`src/rtl/gpio_pkg.sv`:
```
package gpio_pkg;
  localparam int PORT_W  = 8;
  localparam int NPORTS  = 2;
  localparam int IDX_W   = 3;
  localparam int PIN_W   = PORT_W * NPORTS;

  typedef enum logic [1:0] {
    KIND_LEVEL = 2'b00,
    KIND_DRIVE = 2'b01,
    KIND_INV   = 2'b10,
    KIND_DIR   = 2'b11
  } reg_kind_e;

  function automatic reg_kind_e kind_of(input logic [IDX_W-1:0] idx);
    return reg_kind_e'(idx[2:1]);
  endfunction

  function automatic logic port_of(input logic [IDX_W-1:0] idx);
    return idx[0];
  endfunction

  function automatic logic [PORT_W-1:0] level_view(input logic [PORT_W-1:0] lvl,
                                                   input logic [PORT_W-1:0] inv);
    return lvl ^ inv;
  endfunction
endpackage

```
`src/rtl/gpio_sync.sv`:
```
module gpio_sync #(
  parameter int W = 16
) (
  input  logic         clk,
  input  logic         rst_n,
  input  logic [W-1:0] d,
  output logic [W-1:0] q
);
  logic [W-1:0] meta;
  always_ff @(posedge clk or negedge rst_n) begin
    if (!rst_n) begin
      meta <= '0;
      q    <= '0;
    end else begin
      meta <= d;
      q    <= meta;
    end
  end

  assert_sync_delay_R6: assert property (@(posedge clk) disable iff (!rst_n)
    $past(rst_n, 2) |-> q == $past(d, 2));
endmodule

```
`src/rtl/gpio_port.sv`:
```
module gpio_port
  import gpio_pkg::*;
#(
  parameter int W = 8
) (
  input  logic         clk,
  input  logic         rst_n,
  input  logic         wr_drive,
  input  logic         wr_inv,
  input  logic         wr_dir,
  input  logic [W-1:0] wdata,
  input  logic [W-1:0] level_sync,
  output logic [W-1:0] drive_q,
  output logic [W-1:0] inv_q,
  output logic [W-1:0] dir_q,
  output logic [W-1:0] level_rd,
  output logic [W-1:0] pin_out,
  output logic [W-1:0] pin_oe
);
  always_ff @(posedge clk or negedge rst_n) begin
    if (!rst_n) begin
      drive_q <= '1;
      inv_q   <= '0;
      dir_q   <= '1;
    end else begin
      if (wr_drive) drive_q <= wdata;
      if (wr_inv)   inv_q   <= wdata;
      if (wr_dir)   dir_q   <= wdata;
    end
  end

  for (genvar b = 0; b < W; b++) begin : g_bit
    assign pin_oe[b]   = ~dir_q[b];
    assign pin_out[b]  = drive_q[b];
    assign level_rd[b] = level_sync[b] ^ inv_q[b];
  end

  assert_hold_drive_R3: assert property (@(posedge clk) disable iff (!rst_n)
    !wr_drive |=> $stable(drive_q));
  assert_hold_inv_R3: assert property (@(posedge clk) disable iff (!rst_n)
    !wr_inv |=> $stable(inv_q));
  assert_hold_dir_R3: assert property (@(posedge clk) disable iff (!rst_n)
    !wr_dir |=> $stable(dir_q));
  assert_load_dir_R3: assert property (@(posedge clk) disable iff (!rst_n)
    wr_dir |=> dir_q == $past(wdata));
  assert_oe_dir_R5: assert property (@(posedge clk) disable iff (!rst_n)
    (pin_oe & dir_q) == '0);
endmodule

```
`src/rtl/gpio_bank.sv`:
```
module gpio_bank
  import gpio_pkg::*;
(
  input  logic              clk,
  input  logic              rst_n,
  input  logic              wr_en,
  input  logic [IDX_W-1:0]  wr_idx,
  input  logic [PORT_W-1:0] wr_data,
  input  logic [IDX_W-1:0]  rd_idx,
  output logic [PORT_W-1:0] rd_data,
  input  logic [PIN_W-1:0]  pad_in,
  output logic [PIN_W-1:0]  pad_out,
  output logic [PIN_W-1:0]  pad_oe
);
  logic [PIN_W-1:0] pins_sync;
  logic [PORT_W-1:0] drive_q [NPORTS];
  logic [PORT_W-1:0] inv_q   [NPORTS];
  logic [PORT_W-1:0] dir_q   [NPORTS];
  logic [PORT_W-1:0] lvl_rd  [NPORTS];
  logic wr_level_evt;

  assign wr_level_evt = wr_en && kind_of(wr_idx) == KIND_LEVEL;

  gpio_sync #(.W(PIN_W)) u_sync (
    .clk(clk), .rst_n(rst_n), .d(pad_in), .q(pins_sync)
  );

  for (genvar p = 0; p < NPORTS; p++) begin : g_port
    logic sel;
    assign sel = wr_en && (port_of(wr_idx) == p[0]);
    gpio_port #(.W(PORT_W)) u_port (
      .clk(clk), .rst_n(rst_n),
      .wr_drive(sel && kind_of(wr_idx) == KIND_DRIVE),
      .wr_inv  (sel && kind_of(wr_idx) == KIND_INV),
      .wr_dir  (sel && kind_of(wr_idx) == KIND_DIR),
      .wdata(wr_data),
      .level_sync(pins_sync[p*PORT_W +: PORT_W]),
      .drive_q(drive_q[p]), .inv_q(inv_q[p]), .dir_q(dir_q[p]),
      .level_rd(lvl_rd[p]),
      .pin_out(pad_out[p*PORT_W +: PORT_W]),
      .pin_oe(pad_oe[p*PORT_W +: PORT_W])
    );
  end

  always_comb begin
    logic pr;
    pr = port_of(rd_idx);
    unique case (kind_of(rd_idx))
      KIND_LEVEL: rd_data = lvl_rd[pr];
      KIND_DRIVE: rd_data = drive_q[pr];
      KIND_INV:   rd_data = inv_q[pr];
      default:    rd_data = dir_q[pr];
    endcase
  end

  assert_level_write_ignored_R4: assert property (@(posedge clk) disable iff (!rst_n)
    wr_level_evt |=> $stable(pad_out) && $stable(pad_oe));
  assert_level_view_R6: assert property (@(posedge clk) disable iff (!rst_n)
    kind_of(rd_idx) == KIND_LEVEL |->
      rd_data == level_view(pins_sync[port_of(rd_idx)*PORT_W +: PORT_W],
                            inv_q[port_of(rd_idx)]));
  assert_rst_dir_R1: assert property (@(posedge clk)
    $rose(rst_n) |-> pad_oe == '0);
endmodule

```
`config.mk`:
```
export PLATFORM = sky130hd
export DESIGN_NAME = gpio_bank
export DESIGN_NICKNAME = d
export VERILOG_FILES = /design/src/rtl/gpio_pkg.sv /design/src/rtl/gpio_sync.sv /design/src/rtl/gpio_port.sv /design/src/rtl/gpio_bank.sv
export SDC_FILE = /design/constraint.sdc
export NUM_CORES = 1
export LEC_CHECK = 0
export BUFFER_PORTS_ARGS = -buffer_cell sky130_fd_sc_hd__buf_2
export CORE_MARGIN = 2
export CORE_UTILIZATION = 59
export CTS_BUF_LIST = sky130_fd_sc_hd__clkbuf_2 sky130_fd_sc_hd__clkbuf_4 sky130_fd_sc_hd__clkbuf_8
export CTS_CLUSTER_SIZE = 10
export DETAILED_ROUTE_END_ITERATION = 16
export PLACE_DENSITY = 0.85
export SLEW_MARGIN = 20
export SYNTH_ARGS = -nofsm -noshare
export SYNTH_HDL_FRONTEND = slang
export SYNTH_SLANG_ARGS = --single-unit
```
`constraint.sdc`:
```
create_clock -name clk -period 3.3 [get_ports clk]
set_input_delay 0.495 -clock clk [delete_from_list [all_inputs] [get_ports clk]]
set_output_delay 0.495 -clock clk [all_outputs]
set_load 0.005 [all_outputs]
```
# == Yosys cells after proc, flatten, opt, wreduce, memory -nomap -nowiden ==
# Cells that the tools add are included.
# Widths: inputs -> output; s select.
# op_classes
n_lt_le_gt_ge,1
n_eq_ne,5
muxes,13
n_bitwise,34
reduce_logical,9
# ops
operator,count
$mux 8,12
$pmux 8 s3,1
$not 1->1,17
$xor 1x1->1,16
$logic_and 1x1->1,8
$eq 2x2->1 const B,3
$eq 2x1->1 const B,2
$ge 2x2->1 const B,1
$logic_not 2->1,1
$not 1->2,1
# word_totals
regBits,80
inputBits,33
out_inout_bits,40
wordCells,70

# == Depth between registers and ports, before layout ==
# depth
word_depth,5
depth_mapped,6
ltp_nobuf,4

# == By module ==
# Synthesis repeated with hierarchy kept, for this count alone.
# unflattened
hier_cells,222
area_unflattened_um2,3749.8
# modules_own_cells
mod,n_inst,cells_per_inst,area_per_inst_um2,seq_area_each_um2
gpio_port,2,75,1174.9,620.6
gpio_sync,1,32,800.8,800.8
gpio_bank,1,40,599.3,0.0

# == Least setup slack after synthesis ==
# No wires, ideal clock.
# synth_path
path_kind,input port to output port
start,input rd_idx[0]
end,output rd_data[0]
t_arrival_ps,1290
required_ps,2805
slack_ps,1515
stages,6
n_path_buf,2
path_cell_list,clkbuf_2 -> buf_2 -> o31ai_1 -> a31oi_1 -> o21ai_0 -> nand2_1
# synth_between
elab_chain_len,5
word_cells_on_any_way,14
classes_between,mux (13); bitwise (1)
# synth_lines
item,line,text
start: declaration,gpio_bank.sv:9,"input logic [IDX_W-1:0] rd_idx,"
$not 1->2 (implied by the code) (*),--,
$mux 8 (on tied branches) (3 in a row),--,
$pmux 8 s3 (*),gpio_bank.sv:48,unique case (kind_of(rd_idx))
end: declaration,gpio_bank.sv:10,"output logic [PORT_W-1:0] rd_data,"
# Every way passes the cells marked *; elsewhere a longest branch is shown, timed or not. The select of a mux whose other input is x is not followed.

# == Worst setup path in the final report ==
# layout_path
start,input rd_idx[1]
end,output rd_data[7]
# layout_between
elab_chain_len,2
word_cells_on_any_way,4
classes_between,eq/ne (2); mux (1); reduce/logical (1)
# layout_lines
item,line
"$eq 2x2->1, or another cell as far along",gpio_bank.sv:48
$pmux 8 s3 (*),gpio_bank.sv:48
# Every way passes the cells marked *; elsewhere a longest branch is shown, timed or not.

==> flow_summary_export.csv <==
group,metric,value,unit
logic_synthesis,synth_area_leader_cell,"dfrtp_1",
critical_path,cp-start-kind,"primary input",
floorplanning,die_w,81.8,µm
logic_synthesis,synthTopCellsByCount,"dfrtp_1, mux2_2, dfstp_2",
final_layout,diodes,0,
logic_synthesis,synth_top_flop_cell,"dfrtp_1",
global_route,grt_overflow,0,
floorplanning,die_h,81.8,µm
sta,min_period,2.57,ns
final_layout,final_net_count,378,
final_layout,syn2layout_area_growth,15.9,%
cts,cts_buffer_depth,2,
pwr,max-vdd-ir-drop,0.423,mV
critical_path,critPathMaxFanout,32,
pwr,cellPowerDensity,611,nW/µm²
logic_synthesis,async_reset_ff_share,100,%
critical_path,crit_arrival,2.07,ns
floorplanning,boundaryPins,73,
placed_design,dp.cells,409,
cts,cts_tree,"done",
cts,clock_latency,0.34,ns
cts,clkSinkCount,80,
placed_design,dpl.hpwl,4820,µm
floorplanning,core,5890,µm²
detailed_routing,first_iter_violations,81,
detailed_routing,drt-wirelength-per-cell,16.7,µm
sta,whs,0.246,ns
pwr,intPower,0.00186,W
placed_design,gp_congestion,0.836,
pwr,combPwrFrac,19.2,%
logic_synthesis,synth_area_leaders,"dfrtp_1, dfstp_2, mux2_2, mux2i_1, inv_1",
cts,cts-root-buf,"clkbuf_8",
sta,max-slew-margin-rel,37.6,%
sta,hold_violations,0,
outcome,outcome,"complete, no violations",
pwr,p_sw_share,26.5,%
cts,cts_setup_buffers,0,
final_layout,multi_input_area,1330,µm²
final_layout,final_core_util,70.3,%
final_layout,fin_cells,425,
detailed_routing,postRouteWirelength,7110,µm
detailed_routing,viasPerCell,5.62,
floorplanning,floorplan.rows,28,
logic_synthesis,synth_edf_count,0,
logic_synthesis,synth_cell_type_count,30,
global_route,grt_max_degree,81,
floorplanning,start_util,60.6,%
global_route,grt_pass1_wl,11300,µm
final_layout,fillers,430,
final_layout,fin_area,4140,µm²
cts,htreeDepth,3,
placed_design,portBuffers,72,
sta,skew,0.00673,ns
cts,cts-resized-gates,0,
pwr,clock_power_share,29.0,%
pwr,seqPwrFrac,51.8,%
critical_path,path_class,"primary input to primary output",
cts,cts_made_buffers,9,
detailed_routing,dr.pass1.iters,4,
pwr,p_switching,0.000669,W
critical_path,required,2.80,ns
cts,holdBufCountCts,0,
final_layout,seq_area,2040,µm²
sta,tns,0,ns
worst_hold_path,hp-class,"primary input to flop",
pwr,p_leak,1.88,nW
logic_synthesis,synth_seq_area_share,57.2,%
detailed_routing,drc_errors,0,
sta,slew_violations,0,
run,cap_violations,0,
logic_synthesis,synth_area,3570,µm²
placed_design,dpl_cell_area,3930,µm²
logic_synthesis,syn-instance-count,275,
global_route,antenna_found_initial,0,
global_route,grt_use_total,23.3,%
sta,tightest_slew,0.936,ns
sta,max_freq,389,MHz
logic_synthesis,yosysTopAreaCellShare,33.7,%
logic_synthesis,ys_ff_latch,80,
sta,setup_viol,0,
global_route,grt_pass1_vias,2357,
detailed_routing,vias,2389,
sta,rsz0062_at_grt,"false",
floorplanning,die-area,6680,µm²
critical_path,end_kind,"primary output",
logic_synthesis,synth_fp_nets,308,
final_layout,drive_gt1_share,52.3,%
detailed_routing,ant_nets,0,
sta,fin_crit_sh,77.8,%
logic_synthesis,yosys_warnings,0,
logic_synthesis,syn_avg_cell_area,13.0,µm²
cts,path_clk_slew,0.08,ns
sequential cells by signal, summed over array words and instances (netlist names):
| name | flops |
|---|---|
| g_port.u_port.inv_q | 16 |
| g_port.u_port.drive_q | 16 |
| u_sync.meta | 16 |
| g_port.u_port.dir_q | 16 |
| u_sync.q | 16 |
layout make-up:
class | instances | share of cell area (%)
Sequential cell | 80 | 49.4
Multi-Input combinational cell | 157 | 32.1
Timing Repair Buffer | 73 | 8.96
Clock buffer | 12 | 3.84
Tap cell | 75 | 2.27
Inverter | 24 | 2.18
Clock inverter | 4 | 1.24
cells in the final DEF (no fill, tap or decap), drive strengths merged:
master | Yosys | layout
buf | 11 | 73
a32oi | 7 | 7
nor3 | 8 | 8
inv | 24 | 25
mux2 | 48 | 48
dfrtp | 48 | 48
bufinv | 0 | 1
mux2i | 9 | 9
nand2b | 14 | 14
a31oi | 7 | 7
nand2 | 14 | 14
a311oi | 1 | 1
clkbuf | 3 | 12
nor2b | 1 | 1
o21ai | 8 | 8
dfstp | 32 | 32
nand4b | 3 | 3
o211ai | 1 | 1
a21oi | 2 | 2
o22a | 6 | 6
and4bb | 2 | 2
nand3 | 9 | 9
o221ai | 1 | 1
clkinvlp | 0 | 1
clkinv | 0 | 1
o31ai | 8 | 8
nand4 | 1 | 1
a211oi | 7 | 7
per-layer routing:
metal	track usage, %	vias to the layer above	share of wire (%)	wire length (µm)
met5	0	-	0	0
met4	12.0	0	1.4	97
met3	6.26	8	6.8	480
met2	37.1	82	50	3560
met1	29.3	1173	42	2970
li1	-	1126	-	-
logic make-up (layout without fill, tap and decap cells):
group                  Yosys count  after routing  synth area share [%]
buffers and inverters           38            113                  5.51
AND/OR/NAND/NOR                 52             52                  9.01
AO/OA/AOI/OAI                   48             48                  10.6
flip-flops                      80             80                  57.2
multiplexers                    57             57                  17.7
through the flow:
stage / total power (W) / setup WS [ns]
floorplan: 0.00160 / 1.52
global placement: 0.00178 / 0.820
detailed placement: 0.00182 / 0.731
CTS: 0.00255 / 0.731
global route: 0.00267 / 0.556
finish: 0.00253 / 0.731
worst paths after layout:
check / to / from / slack, ns / cells after the start
setup / recovery: rd_data[7] / rd_idx[1] / 0.73 / 7
setup reg to reg: g_port[0].u_port.inv_q[1] / g_port[0].u_port.inv_q[1] / 2.49 / 1
hold reg to reg: u_sync.q[3] / u_sync.meta[3] / 0.35 / 0
max in group asynchronous: g_port[0].u_port.inv_q[4] / rst_n / 2.41 / 1
hold / removal: u_sync.meta[15] / pad_in[15] / 0.25 / 1
min in group asynchronous: u_sync.meta[10] / rst_n / 0.29 / 1
worst max-delay path, cell delays in order:
cell	delay [ns]
buf_2	0.46
buf_4	0.34
mux2i_1	0.24
a211oi_2	0.11
a32oi_1	0.22
nand2_1	0.06
buf_2	0.12
power groups by stage:
stage                     Clock, W  Combinational [W]  Sequential, W
final                     0.000732           0.000485        0.00131
after detailed placement         0           0.000488        0.00133
after floorplan                  0           0.000298        0.00130
after global placement           0           0.000465        0.00132
after CTS                 0.000752           0.000491        0.00131
after global routing      0.000793           0.000545        0.00134
(Power assumes the default switching activity.)
